===== config.mk =====
export PLATFORM = sky130hd
export DESIGN_NAME = tmr_flag_unit
export DESIGN_NICKNAME = d
export VERILOG_FILES = /design/src/rtl/tmr_flag_pkg.sv /design/src/rtl/tmr_cmp_unit.sv /design/src/rtl/tmr_evt_decode.sv /design/src/rtl/tmr_flag_reg.sv /design/src/rtl/tmr_flag_unit.sv
export SDC_FILE = /design/constraint.sdc
export NUM_CORES = 1
export LEC_CHECK = 0
export ABC_AREA = 1
export BUFFER_PORTS_ARGS = -buffer_cell sky130_fd_sc_hd__clkbuf_2
export CAP_MARGIN = 25
export CORE_ASPECT_RATIO = 0.8
export CORE_UTILIZATION = 40
export CTS_CLUSTER_DIAMETER = 100
export CTS_CLUSTER_SIZE = 25
export DETAILED_ROUTE_END_ITERATION = 8
export GPL_TIMING_DRIVEN = 0
export HOLD_SLACK_MARGIN = 0.03
export PLACE_DENSITY = 0.83
export SLEW_MARGIN = 15
export SYNTH_ARGS = -nofsm -noshare
export SYNTH_HDL_FRONTEND = slang
export SYNTH_SLANG_ARGS = --single-unit

===== constraint.sdc =====
create_clock -name clk -period 2.2 [get_ports clk]
set_input_delay 0.55 -clock clk [delete_from_list [all_inputs] [get_ports clk]]
set_output_delay 0.55 -clock clk [all_outputs]
set_load 0.1 [all_outputs]

===== src/rtl/tmr_flag_pkg.sv =====
// Shared constants and mode decoding for the timer flag unit.
// Assumes a flag register with four flags packed at bits 5..2.
package tmr_flag_pkg;
    localparam int REG_W     = 8;
    localparam int FLAG_N    = 4;
    localparam int FLAG_BASE = 2;
    localparam int CH_N      = 2;
    // flag indices inside the packed 4-bit vector (register bit = index + FLAG_BASE)
    localparam int IDX_OVF   = 0;
    localparam int IDX_CMPB  = 1;
    localparam int IDX_CMPA  = 2;
    localparam int IDX_CAP   = 3;

    typedef enum logic [2:0] {
        WM_NORMAL   = 3'd0,
        WM_CLR_OCR  = 3'd1,
        WM_CLR_CAP  = 3'd2,
        WM_PWM_OCR  = 3'd3,
        WM_PWM_CAP  = 3'd4
    } wave_mode_e;

    // capture register acts as TOP in these modes
    function automatic logic mode_cap_top(input logic [2:0] m);
        return (m == WM_CLR_CAP) || (m == WM_PWM_CAP);
    endfunction

    // overflow reported at BOTTOM in these modes
    function automatic logic mode_pwm(input logic [2:0] m);
        return (m == WM_PWM_OCR) || (m == WM_PWM_CAP);
    endfunction
endpackage


===== src/rtl/tmr_cmp_unit.sv =====
// One compare channel: arms on a tick whose count equals the compare
// value and reports a flag-set pulse on the following tick. A forced
// request only reaches the waveform strobe, never the flag path.
// Assumes tick_i is a single-cycle pulse.
module tmr_cmp_unit #(
    parameter int CNT_W = 16
) (
    input  logic             clk,
    input  logic             rst_n,
    input  logic             tick_i,
    input  logic [CNT_W-1:0] cnt_i,
    input  logic [CNT_W-1:0] ocr_i,
    input  logic             force_i,
    output logic             set_o,
    output logic             evt_o
);
    logic match;
    logic armed_q;

    // equality of counter and compare value
    always_comb match = (cnt_i == ocr_i);

    // hold the match seen on the last tick until the next tick
    always_ff @(posedge clk) begin
        if (!rst_n)
            armed_q <= 1'b0;
        else if (tick_i)
            armed_q <= match;
    end

    // flag set one tick after the match; waveform strobe on match or force
    always_comb begin
        set_o = tick_i && armed_q;
        evt_o = (tick_i && match) || force_i;
    end
endmodule


===== src/rtl/tmr_evt_decode.sv =====
// Decodes the capture and overflow set events from the mode code.
// Capture follows either the pin strobe or a TOP-reached tick; overflow
// fires at the counter maximum or, in PWM modes, at BOTTOM.
module tmr_evt_decode #(
    parameter int CNT_W = 16
) (
    input  logic             tick_i,
    input  logic [CNT_W-1:0] cnt_i,
    input  logic [2:0]       mode_i,
    input  logic             cap_strobe_i,
    input  logic             at_top_i,
    output logic             cap_set_o,
    output logic             ovf_set_o
);
    import tmr_flag_pkg::*;

    localparam logic [CNT_W-1:0] CNT_MAX = {CNT_W{1'b1}};

    logic cap_top;
    logic pwm;

    // mode classification
    always_comb begin
        cap_top = mode_cap_top(mode_i);
        pwm     = mode_pwm(mode_i);
    end

    // capture source selection
    always_comb cap_set_o = cap_top ? (tick_i && at_top_i) : cap_strobe_i;

    // overflow point selection
    always_comb begin
        if (pwm)
            ovf_set_o = tick_i && (cnt_i == '0);
        else
            ovf_set_o = tick_i && (cnt_i == CNT_MAX);
    end
endmodule


===== src/rtl/tmr_flag_reg.sv =====
// Flag and mask storage. Flags clear on a write of one or on an
// acknowledge; a same-cycle set takes priority. Requests are flags
// gated by the mask.
module tmr_flag_reg #(
    parameter int FLAG_N    = 4,
    parameter int FLAG_BASE = 2,
    parameter int REG_W     = 8
) (
    input  logic              clk,
    input  logic              rst_n,
    input  logic [FLAG_N-1:0] set_i,
    input  logic [FLAG_N-1:0] ack_i,
    input  logic              wr_en_i,
    input  logic              wr_sel_i,
    input  logic [FLAG_N-1:0] wr_bits_i,
    output logic [REG_W-1:0]  flags_o,
    output logic [FLAG_N-1:0] irq_o
);
    localparam int HI_PAD = REG_W - FLAG_N - FLAG_BASE;

    logic [FLAG_N-1:0] flag_q;
    logic [FLAG_N-1:0] mask_q;
    logic [FLAG_N-1:0] clr;

    // clear sources: write-one to the flag address, or acknowledge
    always_comb clr = ack_i | ((wr_en_i && !wr_sel_i) ? wr_bits_i : '0);

    // flag update with set priority
    always_ff @(posedge clk) begin
        if (!rst_n)
            flag_q <= '0;
        else
            flag_q <= (flag_q & ~clr) | set_i;
    end

    // mask load from the mask address
    always_ff @(posedge clk) begin
        if (!rst_n)
            mask_q <= '0;
        else if (wr_en_i && wr_sel_i)
            mask_q <= wr_bits_i;
    end

    // register image and gated requests
    always_comb begin
        flags_o = {{HI_PAD{1'b0}}, flag_q, {FLAG_BASE{1'b0}}};
        irq_o   = flag_q & mask_q;
    end
endmodule


===== src/rtl/tmr_flag_unit.sv =====
// Top of the timer event flag unit: two compare channels, the
// capture/overflow decoder and the flag/mask register.
// Assumes all inputs are synchronous to clk.
module tmr_flag_unit #(
    parameter int CNT_W = 16
) (
    input  logic             clk,
    input  logic             rst_n,
    input  logic             tick_i,
    input  logic [CNT_W-1:0] cnt_i,
    input  logic [CNT_W-1:0] ocr_a_i,
    input  logic [CNT_W-1:0] ocr_b_i,
    input  logic             cap_strobe_i,
    input  logic [1:0]       force_i,
    input  logic [2:0]       mode_i,
    input  logic             at_top_i,
    input  logic             wr_en_i,
    input  logic             wr_sel_i,
    input  logic [7:0]       wr_data_i,
    input  logic [3:0]       ack_i,
    output logic [7:0]       flags_o,
    output logic [3:0]       irq_o,
    output logic [1:0]       cmp_evt_o
);
    import tmr_flag_pkg::*;

    logic [CNT_W-1:0]  ocr_arr [CH_N];
    logic [CH_N-1:0]   cmp_set;
    logic [FLAG_N-1:0] set_vec;
    logic              cap_set;
    logic              ovf_set;
    logic              unused_wr_bits;

    // bits outside the flag field are ignored on writes
    always_comb unused_wr_bits = ^{wr_data_i[7:6], wr_data_i[1:0]};

    // compare values as an indexed array
    always_comb begin
        ocr_arr[0] = ocr_a_i;
        ocr_arr[1] = ocr_b_i;
    end

    // one compare unit per channel
    for (genvar ch = 0; ch < CH_N; ch++) begin : g_cmp
        tmr_cmp_unit #(.CNT_W(CNT_W)) u_cmp (
            .clk     (clk),
            .rst_n   (rst_n),
            .tick_i  (tick_i),
            .cnt_i   (cnt_i),
            .ocr_i   (ocr_arr[ch]),
            .force_i (force_i[ch]),
            .set_o   (cmp_set[ch]),
            .evt_o   (cmp_evt_o[ch])
        );
    end

    tmr_evt_decode #(.CNT_W(CNT_W)) u_dec (
        .tick_i       (tick_i),
        .cnt_i        (cnt_i),
        .mode_i       (mode_i),
        .cap_strobe_i (cap_strobe_i),
        .at_top_i     (at_top_i),
        .cap_set_o    (cap_set),
        .ovf_set_o    (ovf_set)
    );

    // gather set events in register order
    always_comb begin
        set_vec           = '0;
        set_vec[IDX_CAP]  = cap_set;
        set_vec[IDX_CMPA] = cmp_set[0];
        set_vec[IDX_CMPB] = cmp_set[1];
        set_vec[IDX_OVF]  = ovf_set;
    end

    tmr_flag_reg #(.FLAG_N(FLAG_N), .FLAG_BASE(FLAG_BASE), .REG_W(REG_W)) u_reg (
        .clk       (clk),
        .rst_n     (rst_n),
        .set_i     (set_vec),
        .ack_i     (ack_i),
        .wr_en_i   (wr_en_i),
        .wr_sel_i  (wr_sel_i),
        .wr_bits_i (wr_data_i[FLAG_BASE+FLAG_N-1:FLAG_BASE]),
        .flags_o   (flags_o),
        .irq_o     (irq_o)
    );
endmodule


==> summary.md <==
| Metric | Value |
|---|---|
| Multiplexer share of the synthesized area | 0% |
| Worst-path fanout max | 4 |
| Tcrit/Tclk final | 95.6% |
| Worst Hold Class | flip-flop to flip-flop |
| Skew final | 0.0000645 ns |
| Cells after Synth | 240 |
| Fin util | 63.0% |
| N_diodes | 0 |
| Worst setup margin | 0.0968 ns |
| CTS sink cnt | 10 |
| Reg clk slew, reported paths | 0.05 ns |
| Post-synth top cells | nand2_1 (94), inv_1 (42), nor2_1 (34) |
| Residual DRC | 0 |
| Most frequent cell after synthesis | nand2_1 |
| Worst r2r dst | u_reg.flag_q[3] |
| Number of antenna-violating nets in the routed design | 0 |
| GRT Residual Overflow | 0 |
| Reg-to-reg slack, setup | 1.49 ns |
| Slew @ Worst Pin | ~0.54 ns |
| Fin nets | 398 |
| Prevailing post-synth register cell | dfxtp_1 |
| Largest net degree at the start of global routing | 7 |
| Row count | 17 |
| Critical path class | input port to output pin |
| Via count | 1599 |
| Placed cell areas | 0.00167 mm^2 |
| Area contributors post-synth | nand2_1 (29%), dfxtp_1 (16%), inv_1 (13%) |
| DP Worst Slack | -0.198 ns |
| Sequential fraction of the synthesis area | 16.5% |
| H-tree depth | 1 |
| First-pass GRT wire length | between 5000 and 6000 um |
| Hold-fix buffers, CTS | 0 |
| Port Buffers | 77 |
| Area grow syn2layout | 46.5% |
| Final Critical Period | 2.10 ns |
| Cell area after synthesis | approximately 0.0012 mm^2 |
| Crit path required time | 1.65 ns |
| Power Density | 401 mW/mm^2 |
| Reg2Reg Depth | 4 |
| Clk_lat worst skew | 0.23 ns |
| Maximum VDD drop | around 0.00035 V |
| # setup viols final | 0 |
| Leakage | ~0.0011 uW |
| HPWL after detailed placement | 2720 um |
| Vias in the first global route | around 1300 |
| Synth Warn # | 0 |
| Synthesized area per cell | 5.07 um^2 |
| Starting density of the core | 43.0% |
| Synth Area in Adders | 0% |
| DR WL/cell | around 8.6 um |
| Hold Path Sink | u_reg.flag_q[2] |
| XOR/XNOR Fraction of Synth Area | 6.48% |
| Critical Path Slowest Stage Cell | buf_12 |
| Fin. Hold Viols | 0 |
| Final instance area | between 0.0015 and 0.002 mm^2 |
| Status | finished clean |
| Chip height | 51.3 um |
| I/O pin total | 86 |
| Routed WL | 3130 um |
| Crit. End Element | output pin |
| EDFF count, synth | 0 |
| Crit start category | input port |
| F_max | roughly 480 MHz |
| Max incr delay on CP | 0.16 ns |
| Core box area | 0.00283 mm^2 |
| Worst hold start | g_cmp[0].u_cmp.armed_q |
| Slew Viols, Final | 0 |
| Yosys cell types | 18 |
| Pre-Repair DR Iteration Count | 4 |
| Drt initial violations | 71 |
| Cell taking the most area after synthesis | nand2_1 |
| Main combinational cell family by area after synthesis | simple AND/OR/NAND/NOR gates |
| Async SR Flop Fraction | 0% |
| Share of layout cells above drive strength 1 | 34.8% |
| Die ar. | 0.00327 mm^2 |
| Slew headroom | 64.2% |
| Worst path cell trace | clkbuf_2 -> inv_2 -> nand2_1 -> nand2_1 -> nor2_2 -> nand2_1 -> nor2_2 -> nand3_2 -> nand2_1 -> buf_4 -> buf_12 |
| Post-Synth Simple-Gate Area | roughly half |
| RD Place Congestion | 0.824 |
| Synth Register Bits | 10 |
| CP dominant cell by count | nand2_1 |
| Drt via density | 4.40 |
| GRT Overall Usage | 20.0% |
| RR Startpoint | u_reg.flag_q[3] |
| TritonCTS Buffers | 3 |
| Synth Area in Compound Gates | between 7 and 8% |
| Clk root buf | clkbuf_8 |
| Crit path DAT | 1.55 ns |
| Clock Path Buffers | 2 |
| Max-Cap Viols | 0 |
| Die W | 63.7 um |
| Initial antenna violation count | 0 |
| CTS tree | built |
| Synth top area share | 29.0% |
| Hold Path Stages | 2 |
## state kept, by name, summed over array words and instances, names as in the netlist
name,count
g_cmp.u_cmp.armed_q,2
u_reg.mask_q,4
u_reg.flag_q,4
## timing repair
item                       4_1_cts  5_1_grt
buffers inserted                 0        2
setup endpoints to repair        2        2
resized for setup                4       19
pin swaps                        0        8
## logic make-up (layout without fill, tap and decap cells)
group           count (synthesis)  after routing
buf+inv                        55            137
other cells                     1              4
compound gates                 15             15
xor+xnor                        9              9
flops                          10             10
simple gates                  150            150
## critical path, delay by kind of cell
kind | cells | cell delay, ns
AND/OR/NAND/NOR | 7 | 0.56
buffers and inverters | 4 | 0.44
## through the flow
stage	instances	hold slack, ns	TNS [ns]	total power [uW]
floorplan	243	0.429	0	376
global route	363	0.473	-0.00772	762
CTS	362	0.457	0	711
finish	363	0.454	0	715
global placement	358	0.444	-0.368	476
detailed placement	358	0.442	-0.379	480
## worst max path at each step
stage	start	to	slack [ns]	cells past startpoint
global placement	cnt_i[9]	cmp_evt_o[1]	-0.19	11
global route	cnt_i[2]	cmp_evt_o[0]	-0.008	11
CTS	cnt_i[9]	cmp_evt_o[1]	0.01	11
floorplan	u_reg.flag_q[0]	irq_o[0]	0.30	2
finish	cnt_i[2]	cmp_evt_o[0]	0.1	11
detailed placement	cnt_i[9]	cmp_evt_o[1]	-0.20	11
## power by group
part / switching (uW) / internal, uW / leakage (uW)
sequential: 3.75 / 189 / 0.0000835
clock: 68.1 / 157 / 0.0000288
combinational: 182 / 114 / 0.00101
total: 254 / 461 / 0.00112
## placed cells by master (no fill, tap or decap), types with 4 or more instances in the layout
master	n
nand3_1	9
clkbuf_8	4
xnor2_1	9
dfxtp_2	4
nor2_1	32
a21oi_1	5
inv_1	41
dfxtp_1	6
o21ai_0	7
conb_1	4
nand2_1	92
inv_2	8
clkbuf_2	70
buf_4	10
nor2_2	6
## final cells by class
| cell class | instances | area, um^2 |
|---|---|---|
| clock buffers | 4 | 55.1 |
| multi-input cells | 178 | 808 |
| fillers | 286 | 1050 |
| plain buffers | 5 | 37.5 |
| repair buffers | 79 | 444 |
| well taps | 38 | 47.5 |
| flip-flops and latches | 10 | 205 |
| inverters | 49 | 184 |
## routing by layer
layer | up-vias | track usage [%] | wire length (um)
met3 | 4 | 4.24 | 238
li1 | 873 | - | -
met1 | 655 | 25.2 | 1420
met2 | 67 | 35.5 | 1440
met5 | - | 0 | 0
met4 | 0 | 3.41 | 36
Power figures use the tool's default switching activity.
